<file path="config.mk">
export PLATFORM = sky130hd
export DESIGN_NAME = qspi_flash_ctrl
export DESIGN_NICKNAME = d
export VERILOG_FILES = /design/src/rtl/qfc_pkg.sv /design/src/rtl/qfc_bus_engine.sv /design/src/rtl/qfc_sequencer.sv /design/src/rtl/qspi_flash_ctrl.sv
export SDC_FILE = /design/constraint.sdc
export NUM_CORES = 1
export LEC_CHECK = 0
export ABC_AREA = 1
export BUFFER_PORTS_ARGS = -buffer_cell sky130_fd_sc_hd__clkbuf_2
export CORE_ASPECT_RATIO = 1.1
export CORE_MARGIN = 1.5
export CORE_UTILIZATION = 35
export DETAILED_ROUTE_END_ITERATION = 16
export GPL_TIMING_DRIVEN = 0
export REMOVE_ABC_BUFFERS = 1
export SYNTH_ARGS = -nofsm -noshare
export SYNTH_HDL_FRONTEND = slang
export SYNTH_SLANG_ARGS = --single-unit
</file>
<file path="constraint.sdc">
create_clock -name clk -period 2.4 [get_ports clk]
set_input_delay 0.36 -clock clk [delete_from_list [all_inputs] [get_ports clk]]
set_output_delay 0.36 -clock clk [all_outputs]
set_load 0.03 [all_outputs]
</file>
<file path="src/rtl/qfc_pkg.sv">
// Shared definitions for the quad SPI flash controller.
// Assumes one device profile: 24-bit addresses, 256-byte pages, busy in status bit 0.
package qfc_pkg;

    localparam int ADDR_W     = 24;
    localparam int PAGE_BYTES = 256;
    localparam logic [7:0] BUSY_MASK = 8'h01;

    typedef enum logic [2:0] {
        CMD_IDENT = 3'd0,
        CMD_QREAD = 3'd1,
        CMD_PROG  = 3'd2,
        CMD_ERASE = 3'd3,
        CMD_STRD  = 3'd4,
        CMD_STWR  = 3'd5,
        CMD_WLSET = 3'd6,
        CMD_WLCLR = 3'd7
    } cmd_e;

    localparam logic [7:0] OP_IDENT = 8'h9F;
    localparam logic [7:0] OP_QREAD = 8'hEB;
    localparam logic [7:0] OP_PROG  = 8'h02;
    localparam logic [7:0] OP_ERASE = 8'h20;
    localparam logic [7:0] OP_STRD  = 8'h05;
    localparam logic [7:0] OP_STWR  = 8'h01;
    localparam logic [7:0] OP_WLSET = 8'h06;
    localparam logic [7:0] OP_WLCLR = 8'h04;

    // One bus transaction, as handed from the sequencer to the bit engine.
    typedef struct packed {
        logic [7:0]        opc;
        logic              has_addr;
        logic [ADDR_W-1:0] addr;
        logic              quad;     // address, dummy and data on four lines
        logic              dummy;    // one dummy byte after the address
        logic              wr;       // data phase drives instead of samples
    } xfer_t;

endpackage

</file>
<file path="src/rtl/qfc_bus_engine.sv">
// Runs one serial flash transaction: opcode, optional address, optional dummy
// byte, then a data phase that is written or read.
// Assumes the clock divider is fixed at 2 (SCK toggles every system cycle),
// mode 0 timing, and that start only arrives while idle is high.
module qfc_bus_engine
    import qfc_pkg::*;
#(
    parameter int LEN_W   = 16,
    parameter int GAP_CYC = 4
) (
    input  logic             clk,
    input  logic             rst_n,
    input  logic             start,
    input  xfer_t            desc,
    input  logic [LEN_W-1:0] len,
    input  logic [7:0]       wr_data,
    output logic             wr_take,
    output logic [7:0]       rx_data,
    output logic             rx_valid,
    output logic             idle,
    output logic             done,
    output logic             cs_n,
    output logic             sck,
    output logic [3:0]       dq_o,
    output logic [3:0]       dq_oe,
    input  logic [3:0]       dq_i
);

    localparam int GAP_W = $clog2(GAP_CYC) + 1;

    typedef enum logic [1:0] {E_IDLE, E_RUN, E_GAP} est_e;
    typedef enum logic [1:0] {P_OPC, P_ADDR, P_DUM, P_DATA} ph_e;

    est_e             st;
    ph_e              ph;
    xfer_t            d;
    logic [LEN_W-1:0] len_q;
    logic [LEN_W-1:0] left;
    logic [7:0]       sr;
    logic [7:0]       rsr;
    logic [2:0]       bitc;
    logic [GAP_W-1:0] gapc;

    logic             wide;
    logic [2:0]       last;
    ph_e              n_ph;
    logic [LEN_W-1:0] n_left;
    logic             n_end;
    ph_e              tgt_ph;
    logic [LEN_W-1:0] tgt_left;
    logic [7:0]       tgt_byte;

    // Lines per clock and last bit slot of a byte for the current phase.
    always_comb begin
        wide = d.quad && (ph != P_OPC);
        last = wide ? 3'd1 : 3'd7;
    end

    // Phase that follows the current one when its last byte completes.
    always_comb begin
        n_ph   = ph;
        n_left = LEN_W'(1);
        n_end  = 1'b0;
        if (ph == P_OPC && d.has_addr) begin
            n_ph   = P_ADDR;
            n_left = LEN_W'(3);
        end else if ((ph == P_OPC || ph == P_ADDR) && d.dummy) begin
            n_ph = P_DUM;
        end else if (ph != P_DATA && len_q != '0) begin
            n_ph   = P_DATA;
            n_left = len_q;
        end else begin
            n_end = 1'b1;
        end
    end

    // Byte to load into the shift register at a byte boundary.
    always_comb begin
        if (left > LEN_W'(1)) begin
            tgt_ph   = ph;
            tgt_left = left - LEN_W'(1);
        end else begin
            tgt_ph   = n_ph;
            tgt_left = n_left;
        end
        case (tgt_ph)
            P_ADDR: begin
                case (tgt_left[1:0])
                    2'd3:    tgt_byte = d.addr[23:16];
                    2'd2:    tgt_byte = d.addr[15:8];
                    default: tgt_byte = d.addr[7:0];
                endcase
            end
            P_DATA:  tgt_byte = d.wr ? wr_data : 8'h00;
            default: tgt_byte = 8'h00;
        endcase
    end

    // Line drivers: single line for the opcode, released for dummy and reads.
    always_comb begin
        dq_o  = 4'b0000;
        dq_oe = 4'b0000;
        if (!cs_n) begin
            case (ph)
                P_OPC: begin
                    dq_o  = {3'b000, sr[7]};
                    dq_oe = 4'b0001;
                end
                P_ADDR: begin
                    dq_o  = d.quad ? sr[7:4] : {3'b000, sr[7]};
                    dq_oe = d.quad ? 4'b1111 : 4'b0001;
                end
                P_DATA: begin
                    if (d.wr) begin
                        dq_o  = d.quad ? sr[7:4] : {3'b000, sr[7]};
                        dq_oe = d.quad ? 4'b1111 : 4'b0001;
                    end
                end
                default: ;
            endcase
        end
    end

    // Transaction state, clock toggling, shifting and sampling.
    always_ff @(posedge clk) begin
        if (!rst_n) begin
            st       <= E_IDLE;
            ph       <= P_OPC;
            d        <= '0;
            len_q    <= '0;
            left     <= '0;
            sr       <= '0;
            rsr      <= '0;
            bitc     <= '0;
            gapc     <= '0;
            cs_n     <= 1'b1;
            sck      <= 1'b0;
            rx_valid <= 1'b0;
            wr_take  <= 1'b0;
            done     <= 1'b0;
        end else begin
            rx_valid <= 1'b0;
            wr_take  <= 1'b0;
            done     <= 1'b0;
            case (st)
                E_IDLE: begin
                    if (start) begin
                        d     <= desc;
                        len_q <= len;
                        sr    <= desc.opc;
                        ph    <= P_OPC;
                        left  <= LEN_W'(1);
                        bitc  <= '0;
                        cs_n  <= 1'b0;
                        st    <= E_RUN;
                    end
                end
                E_RUN: begin
                    if (!sck) begin
                        sck <= 1'b1;
                        if (ph == P_DATA && !d.wr) begin
                            rsr <= wide ? {rsr[3:0], dq_i} : {rsr[6:0], dq_i[1]};
                            if (bitc == last) rx_valid <= 1'b1;
                        end
                    end else begin
                        sck <= 1'b0;
                        if (bitc != last) begin
                            bitc <= bitc + 3'd1;
                            sr   <= wide ? {sr[3:0], 4'b0000} : {sr[6:0], 1'b0};
                        end else begin
                            bitc <= '0;
                            if (left > LEN_W'(1) || !n_end) begin
                                ph   <= tgt_ph;
                                left <= tgt_left;
                                sr   <= tgt_byte;
                                if (tgt_ph == P_DATA && d.wr) wr_take <= 1'b1;
                            end else begin
                                cs_n <= 1'b1;
                                gapc <= '0;
                                st   <= E_GAP;
                            end
                        end
                    end
                end
                default: begin
                    if (gapc == GAP_W'(GAP_CYC - 1)) begin
                        done <= 1'b1;
                        st   <= E_IDLE;
                    end else begin
                        gapc <= gapc + GAP_W'(1);
                    end
                end
            endcase
        end
    end

    assign rx_data = rsr;
    assign idle    = (st == E_IDLE);

    // clock parked low while deselected
    p_sck_idle_r9: assert property (@(posedge clk) disable iff (!rst_n)
        cs_n |-> !sck);

    // chip-select held high across the inter-transaction gap
    p_cs_gap_r9: assert property (@(posedge clk) disable iff (!rst_n)
        $rose(cs_n) |=> ##2 cs_n);

    // every sampled byte arrives while the block drives no line
    p_rx_released_r3: assert property (@(posedge clk) disable iff (!rst_n)
        rx_valid |-> (dq_oe == 4'b0000));

    // the opcode phase uses DQ0 alone
    p_opc_single_r1: assert property (@(posedge clk) disable iff (!rst_n)
        (!cs_n && ph == P_OPC) |-> (dq_oe == 4'b0001));

endmodule

</file>
<file path="src/rtl/qfc_sequencer.sv">
// Turns a client command into one or more bus transactions: write-latch set
// before modifying commands, the command itself, then status polling after
// program and erase. Rejects programs that would cross a page.
// Assumes the bus engine is idle whenever start is raised.
module qfc_sequencer
    import qfc_pkg::*;
#(
    parameter int LEN_W = 16
) (
    input  logic              clk,
    input  logic              rst_n,
    input  logic              req_valid,
    input  logic [2:0]        req_cmd,
    input  logic [ADDR_W-1:0] req_addr,
    input  logic [LEN_W-1:0]  req_len,
    input  logic [15:0]       poll_limit,
    output logic              busy,
    output logic              done,
    output logic              err,
    output logic              start,
    output xfer_t             desc,
    output logic [LEN_W-1:0]  len,
    input  logic              eng_done,
    input  logic [7:0]        eng_rx_data,
    input  logic              eng_rx_valid,
    output logic              user_rx_valid
);

    localparam int PAGE_AW = $clog2(PAGE_BYTES);
    localparam int SUM_W   = LEN_W + 1;

    typedef enum logic [1:0] {S_IDLE, S_WREN, S_MAIN, S_POLL} sst_e;

    sst_e              st;
    cmd_e              cmd_q;
    logic [ADDR_W-1:0] addr_q;
    logic [LEN_W-1:0]  len_q;
    logic [15:0]       polls;
    logic [7:0]        stat;
    logic              reject;
    logic [SUM_W-1:0]  page_end;

    // Descriptor for the client's own transaction.
    function automatic xfer_t main_desc(cmd_e c, logic [ADDR_W-1:0] a);
        xfer_t x;
        x      = '0;
        x.addr = a;
        case (c)
            CMD_IDENT: x.opc = OP_IDENT;
            CMD_QREAD: begin
                x.opc = OP_QREAD; x.has_addr = 1'b1; x.quad = 1'b1; x.dummy = 1'b1;
            end
            CMD_PROG:  begin x.opc = OP_PROG;  x.has_addr = 1'b1; x.wr = 1'b1; end
            CMD_ERASE: begin x.opc = OP_ERASE; x.has_addr = 1'b1; end
            CMD_STRD:  x.opc = OP_STRD;
            CMD_STWR:  begin x.opc = OP_STWR; x.wr = 1'b1; end
            CMD_WLSET: x.opc = OP_WLSET;
            default:   x.opc = OP_WLCLR;
        endcase
        return x;
    endfunction

    // Data-phase length for the client's own transaction.
    function automatic logic [LEN_W-1:0] main_len(cmd_e c, logic [LEN_W-1:0] l);
        case (c)
            CMD_IDENT:          return LEN_W'(3);
            CMD_QREAD, CMD_PROG: return l;
            CMD_STRD, CMD_STWR: return LEN_W'(1);
            default:            return '0;
        endcase
    endfunction

    // Descriptor with only an opcode.
    function automatic xfer_t bare(logic [7:0] o);
        xfer_t x;
        x     = '0;
        x.opc = o;
        return x;
    endfunction

    // Page-crossing and empty-program check on the incoming request.
    always_comb begin
        page_end = SUM_W'(req_addr[PAGE_AW-1:0]) + SUM_W'(req_len);
        reject   = (cmd_e'(req_cmd) == CMD_PROG) &&
                   (req_len == '0 || page_end > SUM_W'(PAGE_BYTES));
    end

    // Command sequencing and poll accounting.
    always_ff @(posedge clk) begin
        if (!rst_n) begin
            st     <= S_IDLE;
            cmd_q  <= CMD_IDENT;
            addr_q <= '0;
            len_q  <= '0;
            polls  <= '0;
            stat   <= '0;
            start  <= 1'b0;
            desc   <= '0;
            len    <= '0;
            done   <= 1'b0;
            err    <= 1'b0;
        end else begin
            start <= 1'b0;
            done  <= 1'b0;
            err   <= 1'b0;
            if (eng_rx_valid && st == S_POLL) stat <= eng_rx_data;
            case (st)
                S_IDLE: begin
                    if (req_valid) begin
                        cmd_q  <= cmd_e'(req_cmd);
                        addr_q <= req_addr;
                        len_q  <= req_len;
                        if (reject) begin
                            done <= 1'b1;
                            err  <= 1'b1;
                        end else if (cmd_e'(req_cmd) inside {CMD_PROG, CMD_ERASE, CMD_STWR}) begin
                            start <= 1'b1;
                            desc  <= bare(OP_WLSET);
                            len   <= '0;
                            st    <= S_WREN;
                        end else begin
                            start <= 1'b1;
                            desc  <= main_desc(cmd_e'(req_cmd), req_addr);
                            len   <= main_len(cmd_e'(req_cmd), req_len);
                            st    <= S_MAIN;
                        end
                    end
                end
                S_WREN: begin
                    if (eng_done) begin
                        start <= 1'b1;
                        desc  <= main_desc(cmd_q, addr_q);
                        len   <= main_len(cmd_q, len_q);
                        st    <= S_MAIN;
                    end
                end
                S_MAIN: begin
                    if (eng_done) begin
                        if (cmd_q == CMD_PROG || cmd_q == CMD_ERASE) begin
                            start <= 1'b1;
                            desc  <= bare(OP_STRD);
                            len   <= LEN_W'(1);
                            polls <= 16'd1;
                            st    <= S_POLL;
                        end else begin
                            done <= 1'b1;
                            st   <= S_IDLE;
                        end
                    end
                end
                default: begin
                    if (eng_done) begin
                        if ((stat & BUSY_MASK) == 8'h00) begin
                            done <= 1'b1;
                            st   <= S_IDLE;
                        end else if (polls >= poll_limit) begin
                            done <= 1'b1;
                            err  <= 1'b1;
                            st   <= S_IDLE;
                        end else begin
                            start <= 1'b1;
                            polls <= polls + 16'd1;
                        end
                    end
                end
            endcase
        end
    end

    assign busy          = (st != S_IDLE);
    assign user_rx_valid = eng_rx_valid && (st != S_POLL);

    // a rejected program completes with an error on the next cycle
    p_reject_r8: assert property (@(posedge clk) disable iff (!rst_n)
        (st == S_IDLE && req_valid && reject) |=> (done && err && !start));

    // modifying opcodes are only launched right after the latch-set step
    p_wren_first_r5: assert property (@(posedge clk) disable iff (!rst_n)
        (start && (desc.opc == OP_PROG || desc.opc == OP_ERASE || desc.opc == OP_STWR))
            |-> ($past(st) == S_WREN));

    // clean completion of program or erase only with busy clear
    p_done_clean_r6: assert property (@(posedge clk) disable iff (!rst_n)
        (done && !err && (cmd_q == CMD_PROG || cmd_q == CMD_ERASE))
            |-> ((stat & BUSY_MASK) == 8'h00));

endmodule

</file>
<file path="src/rtl/qspi_flash_ctrl.sv">
// Top of the quad SPI NOR flash command controller: a command sequencer
// feeding a single-transaction bus engine.
// Assumes the client holds req_* stable only for the cycle of req_valid.
module qspi_flash_ctrl #(
    parameter int LEN_W   = 16,
    parameter int GAP_CYC = 4
) (
    input  logic             clk,
    input  logic             rst_n,
    input  logic             req_valid,
    input  logic [2:0]       req_cmd,
    input  logic [23:0]      req_addr,
    input  logic [LEN_W-1:0] req_len,
    input  logic [15:0]      poll_limit,
    output logic             busy,
    output logic             done,
    output logic             err,
    input  logic [7:0]       wr_data,
    output logic             wr_take,
    output logic [7:0]       rd_data,
    output logic             rd_valid,
    output logic             spi_cs_n,
    output logic             spi_sck,
    output logic [3:0]       dq_o,
    output logic [3:0]       dq_oe,
    input  logic [3:0]       dq_i
);

    qfc_pkg::xfer_t   x_desc;
    logic [LEN_W-1:0] x_len;
    logic             x_start;
    logic             x_done;
    logic             x_idle;
    logic             x_rx_valid;

    qfc_sequencer #(.LEN_W(LEN_W)) u_seq (
        .clk           (clk),
        .rst_n         (rst_n),
        .req_valid     (req_valid),
        .req_cmd       (req_cmd),
        .req_addr      (req_addr),
        .req_len       (req_len),
        .poll_limit    (poll_limit),
        .busy          (busy),
        .done          (done),
        .err           (err),
        .start         (x_start),
        .desc          (x_desc),
        .len           (x_len),
        .eng_done      (x_done),
        .eng_rx_data   (rd_data),
        .eng_rx_valid  (x_rx_valid),
        .user_rx_valid (rd_valid)
    );

    qfc_bus_engine #(.LEN_W(LEN_W), .GAP_CYC(GAP_CYC)) u_eng (
        .clk      (clk),
        .rst_n    (rst_n),
        .start    (x_start),
        .desc     (x_desc),
        .len      (x_len),
        .wr_data  (wr_data),
        .wr_take  (wr_take),
        .rx_data  (rd_data),
        .rx_valid (x_rx_valid),
        .idle     (x_idle),
        .done     (x_done),
        .cs_n     (spi_cs_n),
        .sck      (spi_sck),
        .dq_o     (dq_o),
        .dq_oe    (dq_oe),
        .dq_i     (dq_i)
    );

    // a new transaction never starts while the engine is busy
    p_start_idle_r9: assert property (@(posedge clk) disable iff (!rst_n)
        x_start |-> x_idle);

endmodule

</file>
# Word-level counts from Yosys, hierarchy flattened
# Cells that the tools add are included.
totals:
  register_bits: 208
  input_bits: 74
  output_inout_bits: 23
  wordCells: 268
classes:
  n_addsub: 5
  order_cmp: 3
  eq_ne: 41
  mux: 122
  n_bitwise: 7
  n_reduce_logical: 56
op_table:
  columns: ["operator", "count"]
  rows:
  - ["$mux 16", 17]
  - ["$mux 36", 6]
  - ["$pmux 16 s3", 3]
  - ["$pmux 8 s7", 2]
  - ["$pmux 36 s3", 1]
  - ["$pmux 16 s2", 2]
  - ["$mux 8", 7]
  - ["$mux 2", 24]
  - ["$pmux 8 s2", 3]
  - ["$mux 1", 32]
  - ["$reduce_and 5->1", 5]
  - ["$mux 3", 8]
  - ["$mux 4", 6]
  - ["$pmux 4 s3", 2]
  - ["$ne 2x2->1 const B", 10]
  - ["$eq 3x3->1 const B", 6]
  - ["$add 8x16->17", 1]
  - ["$gt 17x9->1 const B", 1]
  - ["$add 16x1->16 const B", 1]
  - ["$ge 16x16->1", 1]
  - ["$gt 16x1->1 const B", 1]
  - ["$logic_not 16->1", 1]
  - ["$reduce_bool 16->1", 1]
  - ["$reduce_or 2->1", 8]
  - ["32 further kinds", 85]

# Depth between registers and ports, before layout
# Gate-level depths: netlist of the first run.
depth:
  depth_word: 13
  depth_mapped: 19
  mapped_depth_nobuf: 18

# By module
# A second synthesis of the first run with hierarchy kept.
unflattened:
  hier_cells: 1667
  hier_area_um2: 11252.0
by_module_without_submodules:
  columns: ["mod", "instances", "cells_each", "area_per_inst_um2", "seq_area_each_um2"]
  rows:
  - ["qfc_sequencer", 1, 979, 6578.8, 2302.2]
  - ["qfc_bus_engine", 1, 688, 4673.2, 1821.7]

# Worst setup path before layout of the first run
# No wires, ideal clock.
synth_timing:
  path_type: "input-to-reg"
  from: "input req_addr[0]"
  to: "register u_seq.len[10]"
  setup_ns: 0.064
  arrival_time_ns: 2.339
  t_required_ns: 2.336
  slack_ns: -0.003
  stages: 15
  n_path_buf: 1
  cell_sequence: "ha_1 fa_1 or2_2 nor2_1 nand3_1 nor2_1 nand3_1 nand2_1 nand4_1 nand3_2 nand2_4 inv_8 buf_8 nor2_2 nor2_1"
synth_between:
  elab_chain_len: 6
synth_lines:
  columns: ["item", "line", "source"]
  rows:
  - ["from (decl)", "qspi_flash_ctrl.sv:12", "input logic [23:0] req_addr,"]
  - ["$add 8x16->17", "qfc_sequencer.sv:83", "page_end = SUM_W'(req_addr[PAGE_AW-1:0]) + SUM_W'(req_len);"]
  - ["$gt 17x9->1", "qfc_sequencer.sv:85", "(req_len == '0 || page_end > SUM_W'(PAGE_BYTES));"]
  - ["$logic_or 1x1->1", "qfc_sequencer.sv:85", null]
  - ["$logic_and 1x1->1", "qfc_sequencer.sv:84", "reject = (cmd_e'(req_cmd) == CMD_PROG) &&"]
  - ["$ne 2x2->1 (no source line)", null, null]
  - ["$reduce_and 6->1 (no source line)", null, null]
  - ["to (signal assigned)", "qfc_sequencer.sv:124", "len <= main_len(cmd_e'(req_cmd), req_len);"]
  - ["to (signal assigned)", "qfc_sequencer.sv:133", "len <= main_len(cmd_q, len_q);"]
  - ["to (decl)", "qfc_sequencer.sv:22", "output logic [LEN_W-1:0] len,"]
# No other way between the ends.
# A chain may end at the register's enable or synchronous reset.

# Final worst setup path of the first run
layout_timing:
  from: "input req_len[0]"
  to: "register, netlist name u_seq.desc[31]"
layout_between:
  elab_chain_len: 6
layout_lines:
  columns: ["item", "line", "source"]
  rows:
  - ["from (decl)", "qspi_flash_ctrl.sv:13", "input logic [LEN_W-1:0] req_len,"]
  - ["$add 8x16->17", "qfc_sequencer.sv:83", null]
  - ["$gt 17x9->1", "qfc_sequencer.sv:85", null]
  - ["$logic_or 1x1->1 (*)", "qfc_sequencer.sv:85", null]
  - ["$logic_and 1x1->1 (*)", "qfc_sequencer.sv:84", null]
  - ["$ne 2x2->1 (no source line) (*)", null, null]
  - ["$reduce_and 6->1 (no source line) (*)", null, null]
# Mark *: on every way between the ends. The rest lies on a longest branch, timed or not.

==> metrics.txt, run 1 <==
clock root cell clkbuf_16; n_diodes 0; Die Ht 191 um; initial antenna violation count 3; Worst R2R End u_seq.desc[31]$_SDFFE_PN0P_; Hold Path Class input port to flip-flop; design area 0.0137 mm2; Worst path most repeated cell buf_6; Setup Viol. Count Final 0; Post-DP HPWL 21000 um; FFs w/ async S/R, synth 0%; Hold Vio Cnt, Final 0; Initial DRC Count 756; hold endpoint u_eng.rx_data[0]$_SDFFE_PN0P_; Setup CP Type input port to flip-flop; Max Cap Viol 0; Clock Skew 0.0249 ns; CP Capture Type flip-flop; Worst-Skew Late Latency 0.52 ns; Port-buffer cells 96; slowest stage delay, CP 0.42 ns; M3 GR Usage 2.49%; first-pass GRT wire length 52000 um; drt wl/cell 14.8 um; largest net degree at the start of global routing 147; HP Start dq_i[0]; Area contributors post-synth dfxtp_1 (36%), nand2_1 (9.3%), nor2_1 (9.1%); vias per inst 5.08; Cell Pwr Density 1280 mW/mm2; commonest non-fill, non-tap cell in the layout nand2_1; I/O pins 97; final net count 1865; DIE AREA 0.0332 mm2; Worst VDD drop 0.601 mV; Sw Pwr 7.92 mW; Synthesis Warnings 0; hold slack 0.0645 ns; Detail Route Antenna Nets 0; total power 17.5 mW; fill count 3318; Relative slew margins 39.9%; CTS Hold Buffers Added 0; logic gate share of total power 51.4%; Synth top area share 36.5%; Top FF cell, synth dfxtp_1; r2r worst-path depth 11; area post-placement 0.0120 mm2; CP max-delay cell fa_2; Rows 68; RePlAce Congestion 0.858; Synth Area per Inst 6.78 um2; sequential share of power 27.1%; clock network fraction of design power 21.5%; H-tree lvl count 1; TritonCTS clock tree built; Reg-to-Reg Start u_seq.st[0]$_SDFFE_PN0P_; Worst-path clk slew 0.06 ns; Sw Share 45.2%; core area 0.0315 mm2; library cells used by synthesis 53; share of post-route cells with drive strength above 1 18.3%; Tmin final 2.36 ns; Overflow after GRT 0; fmax 424 MHz; static leakage 5.92 nW; commonest non-fill, non-tap cells in the layout nand2_1 (268), nor2_1 (253), dfxtp_1 (202); CTS Buf Count 24; maximum clock insertion buffer count 3; flop2flop setup slack 0.08 ns; final worst path period share 98.3%; Synth area leader dfxtp_1; Sink Count 205; drt pass-1 iters 5; CP arrival 2.78 ns; Mapped Area 0.0113 mm2; critical path required time 2.82 ns; global route hottest layer met2; status completed; all-layer global routing usage 18.8%; Setup TNS 0 ns; Layout area overhead 21.8%; Vias 11100; Crit Path Max Fanout 22; hold path depth 3; flop and latch count out of synthesis 205; EDFF count, synth 0; CP startpoint kind input port; CP Cell Sequence buf_6, ha_4, fa_2, nand3_2, nand3_4, nand2_4, nand2_4, buf_6, xor2_1, nand2_2, nand4_1, buf_6, nand3_4, nand2_8, buf_12, inv_16, nor2_1, nor2_1; DRC 0; GR Layer Usage met1 25.2%; met2 GRT Util 31.9%; RSZ-0062 raised after global routing true; Least-Margin Pin Slew 0.898 ns; number of global-route vias before repair 10200; post-synthesis sequential area ratio 36.5%; Initial Util 35.8%; Routed WL 32400 um; Gate Count Post-Synth 1661; Slew Viols, Final 0; DIE WIDTH 174 um; Int Power 9.61 mW
-- metal layers --
metal,wire length (um),vias to the layer above
met4,714,6
li1,-,5716
met5,34,-
met1,15000,5121
met2,15300,239
met3,1340,58
-- sequential cells by signal, indices dropped and copies added, names as in the netlist, 16 cells and up --
signal        flops
u_seq.addr_q     24
u_seq.len        16
u_seq.len_q      16
u_seq.desc       34
u_seq.polls      16
u_eng.d          27
u_eng.left       16
u_eng.len_q      16
-- worst max-delay path: cells and delay by family --
kind,cells,cell delay [ns]
buffers and inverters,5,0.57
adders and majority gates,2,0.58
xor gates and xnor gates,1,0.15
and+or+nand+nor,10,1.08
-- stage by stage --
| step | worst slack [ns] | util, % | cells |
|---|---|---|---|
| 2_1_floorplan | -1.26 | - | 1585 |
| 6_report | 0.0399 | 43.6 | 2194 |
| 5_1_grt | -0.0810 | 43.6 | 2194 |
| 3_3_place_gp | -3.02 | 37.8 | 2101 |
| 4_1_cts | 0.00675 | 41.7 | 2163 |
| 3_5_place_dp | -2.17 | 38.1 | 2105 |
-- Yosys cell counts, drive strengths merged, types with 8 or more instances --
library cell,count
buf,20
dfxtp,205
ha,34
nor3,26
o21ai,182
nand2,284
a211oi,8
a21oi,127
clkbuf,56
nor2,316
a32o,21
inv,166
nand3b,42
nand4,14
nand3,109
-- cell type report --
class | instances | area, um2 | area share [%]
repair buffers | 135 | 921 | 6.71
repair inverters | 5 | 68.8 | 0.502
multi-input cells | 1215 | 6540 | 47.7
inverters | 170 | 714 | 5.21
clock inverters | 9 | 109 | 0.794
flip-flops and latches | 205 | 4110 | 30.0
clock buffers | 35 | 722 | 5.26
well taps | 420 | 526 | 3.83
-- power by group through the flow --
stage	registers [mW]	clock network (mW)	logic (mW)
floorplan	4.69	0	5.21
global placement	4.98	0	6.70
detailed placement	4.77	0	7.28
CTS	4.71	3.85	7.88
global route	4.85	3.98	10.0
finish	4.76	3.76	9.01
-- cells by family after synthesis --
logic type / Yosys count / share of synthesized area, %
and+or+nand+nor: 802 / 31.8
AOI/OAI and AO/OA: 366 / 18.1
buffers and inverters: 246 / 9.08
DFF: 205 / 36.5
adders and majority gates: 35 / 3.96
xor gates and xnor gates: 7 / 0.545
-- how the worst max path moves through the flow --
stage,startpoint,endpoint,slack [ns]
2_1_floorplan,u_eng.d[0]$_SDFFE_PN0P_,dq_o[1],-1.26
3_3_place_gp,u_eng.st[1]$_SDFFE_PN0P_,u_eng.left[14]$_SDFFE_PN0P_,-3.02
3_5_place_dp,u_eng.st[0]$_SDFFE_PN0P_,u_eng.left[12]$_SDFFE_PN0P_,-2.17
4_1_cts,u_eng.d[0]$_SDFFE_PN0P_,dq_o[0],0.007
5_1_grt,u_eng.left[0]$_SDFFE_PN0P_,u_eng.sr[4]$_SDFFE_PN0P_,-0.08
6_report,req_len[0],u_seq.desc[31]$_SDFFE_PN0P_,0.04
-- what timing repair did --
action	4_1_cts	5_1_grt
setup buffers	8	27
setup endpoints to repair	174	93
cloned	6	4
resized for setup	46	91
pin swaps	6	23
No activity file was read; power rests on OpenSTA's default activity.
==> inputs of run 2 (changes only) <==
--- a/config.mk
+++ b/config.mk
@@ -7,7 +7,6 @@
 export LEC_CHECK = 0
 export ABC_AREA = 1
 export BUFFER_PORTS_ARGS = -buffer_cell sky130_fd_sc_hd__clkbuf_2
-export CORE_ASPECT_RATIO = 1.1
 export CORE_MARGIN = 1.5
 export CORE_UTILIZATION = 35
 export DETAILED_ROUTE_END_ITERATION = 16
==> run 2 against run 1 <==
Die area about the same; fmax up 1.9%; worst setup slack better by 0.045 ns; count of clock-buffer cells in the layout down 1; utilization down 0.92 points; global-route usage up 0.11 points; clock skew down 0.0058 ns; wire length up 0.75%; final cell count down 1.3%.
==> metrics.txt, run 2 (same netlist as run 1, synthesis figures left out) <==
status completed (unchanged); largest net degree at the start of global routing 122 (was 147); Worst R2R End u_eng.gapc[1]$_SDFFE_PN0P_ (was u_seq.desc[31]$_SDFFE_PN0P_); Sink Count 205 (unchanged); Slew Viols, Final 0 (unchanged); DIE WIDTH 182 um (was 174 um); Initial Util 35.6% (was 35.8%); Initial DRC Count 747 (was 756); flop2flop setup slack 0.17 ns (was 0.08 ns); Tmin final 2.32 ns (was 2.36 ns); commonest non-fill, non-tap cell in the layout nor2_1 (was nand2_1); final worst path period share 96.5% (was 98.3%); fill count 3274 (was 3318); commonest non-fill, non-tap cells in the layout nor2_1 (269), nand2_1 (266), dfxtp_1 (202) (was nand2_1 (268), nor2_1 (253), dfxtp_1 (202)); all-layer global routing usage 18.9% (was 18.8%); crit path setup slack, layout 0.0846 ns (was 0.0399 ns); Largest register FFs 34 (unchanged); Clock Skew 0.0191 ns (was 0.0249 ns); TritonCTS clock tree built (unchanged); pre-CTS setup slack -1.66 ns (was -2.17 ns); Hold Path Class input port to flip-flop (unchanged); CTS Buf Count 23 (was 24); I/O pins 97 (unchanged); hold path depth 3 (unchanged); drt pass-1 iters 7 (was 5); H-tree lvl count 1 (unchanged); final net count 1858 (was 1865); Post-DP HPWL 20900 um (was 21000 um); maximum clock insertion buffer count 3 (unchanged); drt wl/cell 15.1 um (was 14.8 um); vias per inst 5.16 (was 5.08); Sw Pwr 7.74 mW (was 7.92 mW); DIE AREA 0.0332 mm2 (about the same); Overflow after GRT 0 (unchanged); Least-Margin Pin Slew 1.42 ns (was 0.898 ns); Reg-to-Reg Start u_eng.ph[1]$_SDFFE_PN0P_ (was u_seq.st[0]$_SDFFE_PN0P_); Relative slew margins 4.95% (was 39.9%); Detail Route Antenna Nets 0 (unchanged); Int Power 9.20 mW (was 9.61 mW); largest register by flop count u_seq.desc (unchanged); Setup TNS 0 ns (unchanged); first-pass GRT wire length 52100 um (was 52000 um); logic gate share of total power 51.4% (about the same); share of post-route cells with drive strength above 1 16.9% (was 18.3%); clock network fraction of design power 20.6% (was 21.5%); RePlAce Congestion 0.878 (was 0.858); fmax 432 MHz (was 424 MHz); Hold Vio Cnt, Final 0 (unchanged); Layout area overhead 19.9% (was 21.8%); Routed WL 32700 um (was 32400 um); HP Start dq_i[2] (was dq_i[0]); CP Capture Type flip-flop (unchanged); clock root cell clkbuf_16 (unchanged); Crit Path Max Fanout 7 (was 22); Vias 11200 (was 11100); CP startpoint kind input port (unchanged); initial antenna violation count 3 (unchanged); Worst-path clk slew 0.06 ns (about the same); hold endpoint u_eng.rx_data[2]$_SDFFE_PN0P_ (was u_eng.rx_data[0]$_SDFFE_PN0P_); critical path required time 2.81 ns (was 2.82 ns); Port-buffer cells 96 (unchanged); Setup Viol. Count Final 0 (unchanged); Rows 65 (was 68); CTS Hold Buffers Added 0 (unchanged); Setup CP Type input port to flip-flop (unchanged); Worst-Skew Late Latency 0.52 ns (about the same); r2r worst-path depth 14 (was 11); number of global-route vias before repair 10300 (was 10200); Die Ht 182 um (was 191 um); DRC 0 (unchanged); Sw Share 45.7% (was 45.2%); sequential share of power 27.9% (was 27.1%); RSZ-0062 raised after global routing true (unchanged); Worst VDD drop 0.555 mV (was 0.601 mV); largest registers u_seq.desc (34), u_eng.d (27), u_seq.addr_q (24) (unchanged); Max Cap Viol 0 (unchanged); static leakage 5.83 nW (was 5.92 nW); Cell Pwr Density 1260 mW/mm2 (was 1280 mW/mm2); core area 0.0316 mm2 (was 0.0315 mm2); CP arrival 2.72 ns (was 2.78 ns)
## run 2: per-stage QoR
stage	total power, mW	hold WS (ns)	area (um2)	util, %	instances
floorplan	9.90	0.424	10900	-	1585
global placement	11.7	0.435	11900	37.5	2083
detailed placement	12.0	0.439	12000	37.9	2088
CTS	16.0	0.0720	13100	41.3	2140
global route	18.2	0.0760	13500	42.6	2165
finish	16.9	0.0762	13500	42.6	2166
## run 2: critical path, stage by stage
cell	delay, ns
clkbuf_2	0.14
inv_1	0.10
nand2_1	0.07
nor2_1	1.06
nand3_4	0.36
nand2_8	0.22
buf_12	0.18
clkinv_16	0.08
nor2_1	0.09
nor2_1	0.04
## run 2: how the worst max path moves through the flow
stage	start	endpoint	slack (ns)	depth (start not counted)
final	req_cmd[0]	u_seq.desc[31]$_SDFFE_PN0P_	0.08	10
after CTS	u_eng.left[0]$_SDFFE_PN0P_	u_eng.sr[4]$_SDFFE_PN0P_	-0.0007	15
after detailed placement	u_seq.st[0]$_SDFFE_PN0P_	u_seq.start$_SDFF_PN0_	-1.66	6
after global routing	u_eng.left[0]$_SDFFE_PN0P_	u_eng.wr_take$_SDFF_PP0_	-0.05	15
after floorplan	u_eng.d[0]$_SDFFE_PN0P_	dq_o[1]	-1.26	4
after global placement	u_eng.st[1]$_SDFFE_PN0P_	u_eng.left[14]$_SDFFE_PN0P_	-3.00	9
## run 2: cell type report
cell class / count / area [um2] / area share, %
inverter: 170 / 704 / 5.22
antenna: 1 / 2.50 / 0.0185
timing repair buffer: 128 / 851 / 6.31
timing repair inverter: 5 / 81.3 / 0.603
sequential: 205 / 4110 / 30.4
tap: 402 / 503 / 3.73
multi-input combinational: 1216 / 6500 / 48.2
clock inverter: 5 / 57.6 / 0.427
clock buffer: 34 / 687 / 5.09
## run 2: per-layer routing
metal | share of wire (%) | global-route usage, % | up-vias
met3 | 4.9 | 2.75 | 42
met4 | 2.1 | 5.36 | 4
li1 | - | - | 5705
met1 | 46 | 24.8 | 5163
met5 | 0.083 | 0 | -
met2 | 47 | 32.4 | 270
## run 2: repair_timing
action,CTS,global route
buffers inserted,6,21
endpoints found under the hold margin,0,0
pin swaps,11,22
endpoints found under the setup margin,141,95
gates resized for setup,51,62
gates cloned,7,4
## run 2: power groups by stage
stage | Clock, mW | Combinational [mW] | Sequential [mW]
CTS | 3.55 | 7.73 | 4.71
detailed placement | 0 | 7.18 | 4.77
global route | 3.69 | 9.69 | 4.83
floorplan | 0 | 5.21 | 4.69
global placement | 0 | 6.71 | 4.99
finish | 3.49 | 8.72 | 4.74
==> inputs of run 3 (changes only) <==
--- a/config.mk
+++ b/config.mk
@@ -6,7 +6,7 @@
 export NUM_CORES = 1
 export LEC_CHECK = 0
 export ABC_AREA = 1
-export BUFFER_PORTS_ARGS = -buffer_cell sky130_fd_sc_hd__clkbuf_2
+export BUFFER_PORTS_ARGS = -buffer_cell sky130_fd_sc_hd__buf_2
 export CORE_MARGIN = 1.5
 export CORE_UTILIZATION = 35
 export DETAILED_ROUTE_END_ITERATION = 16
==> run 3 against run 2 <==
Wire length decreased by 0.74%; worst setup slack improved by 0.037 ns; count of clock-buffer cells in the layout increased by 1; utilization decreased by 0.14 points; register-to-register slack got worse by 0.02 ns; combinational power decreased by 2.9%; first-iteration DRC count increased by 7.9%; worst hold slack got worse by 0.0057 ns; global-route usage decreased by 0.069 points; final area decreased by 0.33%; largest cell class unchanged; largest power group unchanged.
==> metrics.txt, run 3 (same netlist as run 1, synthesis figures left out) <==
status completed (unchanged); largest registers u_seq.desc (34), u_eng.d (27), u_seq.addr_q (24) (unchanged); Worst-path clk slew 0.06 ns (about the same); CP startpoint kind flip-flop (was input port); Sw Share 45.2% (was 45.7%); CP Cell Sequence o21ai_1, nor3_2, inv_1, nor2_1, buf_2 (was clkbuf_2, inv_1, nand2_1, nor2_1, nand3_4, nand2_8, buf_12, clkinv_16, nor2_1, nor2_1); share of post-route cells with drive strength above 1 16.6% (was 16.9%); Worst-Skew Late Latency 0.54 ns (was 0.52 ns); Initial Util 35.6% (unchanged); hold path depth 3 (unchanged); critical path required time 2.04 ns (was 2.81 ns); hold endpoint u_eng.rx_data[0]$_SDFFE_PN0P_ (was u_eng.rx_data[2]$_SDFFE_PN0P_); Int Power 9.22 mW (was 9.20 mW); Max Cap Viol 0 (unchanged); Buf/Inv on CP 2 (was 4); Relative slew margins 9.85% (was 4.95%); Setup CP Type flip-flop to output port (was input port to flip-flop); flop2flop setup slack 0.15 ns (was 0.17 ns); Post-DP HPWL 20800 um (was 20900 um); RePlAce Congestion 0.872 (was 0.878); H-tree lvl count 1 (unchanged); Least-Margin Pin Slew 1.35 ns (was 1.42 ns); Vias 11200 (about the same); CTS Buf Count 23 (unchanged); I/O pins 97 (unchanged); DIE AREA 0.0332 mm2 (unchanged); Cell Pwr Density 1250 mW/mm2 (was 1260 mW/mm2); Rows 65 (unchanged); Sw Pwr 7.62 mW (was 7.74 mW); Crit Path Max Fanout 11 (was 7); commonest non-fill, non-tap cell in the layout nand2_1 (was nor2_1); clock root cell clkbuf_16 (unchanged); slowest stage delay, CP 0.45 ns (was 1.06 ns); TritonCTS clock tree built (unchanged); number of global-route vias before repair 10200 (was 10300); first-pass GRT wire length 51900 um (was 52100 um); Routed WL 32400 um (was 32700 um); logic gate share of total power 50.3% (was 51.4%); total power 16.8 mW (was 16.9 mW); Clock Skew 0.0253 ns (was 0.0191 ns); final net count 1862 (was 1858); Hold Path Class input port to flip-flop (unchanged); Initial DRC Count 806 (was 747); design area 0.0134 mm2 (was 0.0135 mm2); Largest register FFs 34 (unchanged); Layout area overhead 19.5% (was 19.9%); Setup Viol. Count Final 0 (unchanged); maximum clock insertion buffer count 3 (unchanged); CP max-delay cell dfxtp_2 (was nor2_1); RSZ-0062 raised after global routing true (unchanged); DIE WIDTH 182 um (unchanged); Port-buffer cells 96 (unchanged); Sink Count 205 (unchanged); drt wl/cell 14.9 um (was 15.1 um); CP arrival 1.92 ns (was 2.72 ns); Die Ht 182 um (unchanged); core area 0.0316 mm2 (unchanged); sequential share of power 28.1% (was 27.9%); Tmin final 2.28 ns (was 2.32 ns); Detail Route Antenna Nets 0 (unchanged); largest register by flop count u_seq.desc (unchanged); initial antenna violation count 3 (unchanged); largest net degree at the start of global routing 127 (was 122); HP Start dq_i[0] (was dq_i[2]); Slew Viols, Final 0 (unchanged); commonest non-fill, non-tap cells in the layout nand2_1 (269), nor2_1 (268), dfxtp_1 (202) (was nor2_1 (269), nand2_1 (266), dfxtp_1 (202)); Overflow after GRT 0 (unchanged); r2r worst-path depth 15 (was 14); final worst path period share 94.9% (was 96.5%); Hold Vio Cnt, Final 0 (unchanged); cell family with most CP delay flip-flops (was simple AND/OR/NAND/NOR gates); CP Capture Type output port (was flip-flop); Worst R2R End u_eng.sr[5]$_SDFFE_PN0P_ (was u_eng.gapc[1]$_SDFFE_PN0P_); DRC 0 (unchanged); Worst VDD drop 0.525 mV (was 0.555 mV); fmax 439 MHz (was 432 MHz); Reg-to-Reg Start u_eng.ph[1]$_SDFFE_PN0P_ (unchanged); all-layer global routing usage 18.9% (about the same); static leakage 5.83 nW (about the same); vias per inst 5.14 (was 5.16); clock network fraction of design power 21.6% (was 20.6%); area post-placement 0.0120 mm2 (about the same); drt pass-1 iters 5 (was 7)
==> run 3: changes by cell type in the layout (fill, tap and decap cells not counted), moves of 3 or more <==
cell	delta
nand2_1	+3
buf_8	-4
ha_1	+4
clkbuf_2	-94
buf_12	-3
buf_4	+10
buf_2	+94
==> run 3: what timing repair did <==
action                                  CTS  global route
hold buffers                              0             0
pin swaps                                 6            12
hold endpoints to repair                  0             0
resized for setup                        45            47
setup buffers                             9            25
cloned                                    6             3
endpoints found under the setup margin  174            99
==> run 3: layout make-up <==
cell class                      count  area [um2]
Multi-Input combinational cell   1217        6460
Clock inverter                      6        95.1
Tap cell                          402         503
Timing Repair inverter              2        23.8
Fill cell                        3289       18200
Inverter                          170         711
Timing Repair Buffer              134         866
Sequential cell                   205        4110
Clock buffer                       35         681
Antenna cell                        1        2.50
==> run 3: how the worst max path moves through the flow <==
stage / startpoint / endpoint / slack (ns) / cells after the start
final: u_eng.d[0]$_SDFFE_PN0P_ / dq_o[2] / 0.12 / 5
after global routing: u_eng.left[0]$_SDFFE_PN0P_ / u_eng.sr[4]$_SDFFE_PN0P_ / -0.04 / 15
after CTS: u_eng.ph[0]$_SDFFE_PN0P_ / u_eng.left[7]$_SDFFE_PN0P_ / -0.02 / 13
after detailed placement: u_eng.st[0]$_SDFFE_PN0P_ / u_eng.left[12]$_SDFFE_PN0P_ / -2.17 / 9
after global placement: u_eng.st[1]$_SDFFE_PN0P_ / u_eng.left[14]$_SDFFE_PN0P_ / -2.97 / 9
after floorplan: u_eng.d[0]$_SDFFE_PN0P_ / dq_o[1] / -1.26 / 4
==> run 3: stage by stage <==
step	std cells	setup WS [ns]	utilization [%]	TNS (ns)	hold slack, ns
finish	2172	0.121	42.5	0	0.0705
CTS	2143	-0.0157	41.3	-0.0456	0.0621
detailed placement	2087	-2.17	37.9	-208.12	0.444
floorplan	1585	-1.26	-	-79.23	0.424
global placement	2083	-2.97	37.5	-335.64	0.435
global route	2171	-0.0441	42.5	-0.141	0.0805
==> run 3: per-layer routing <==
layer | routed length [um] | track usage, % | part of all wire [%] | up-vias
met2 | 15100 | 32.0 | 46 | 247
met3 | 1660 | 2.57 | 5.1 | 62
met1 | 14700 | 24.9 | 45 | 5130
met4 | 958 | 5.55 | 3.0 | 4
met5 | 26 | 0 | 0.080 | -
li1 | - | - | - | 5716
==> run 3: worst reg2reg max path: stages (launching register included) <==
cell and delay, ns:
dfxtp_1 0.43, inv_1 0.11, nand2_2 0.13, nor2_1 0.12, nor2_1 0.17, inv_1 0.13, nor2_4 0.22, nand2_2 0.15
nand2_4 0.16, inv_4 0.09, nand3_1 0.09, nand3_1 0.11, nand2_1 0.08, nand2_1 0.06, nand2_1 0.06, a21oi_1 0.06
==> run 3: power groups by stage <==
stage,logic [mW],clock network [mW],registers (mW)
final,8.47,3.63,4.74
after global routing,9.50,3.86,4.84
after CTS,7.81,3.70,4.72
after detailed placement,7.26,0,4.77
after global placement,6.70,0,5.00
after floorplan,5.21,0,4.69
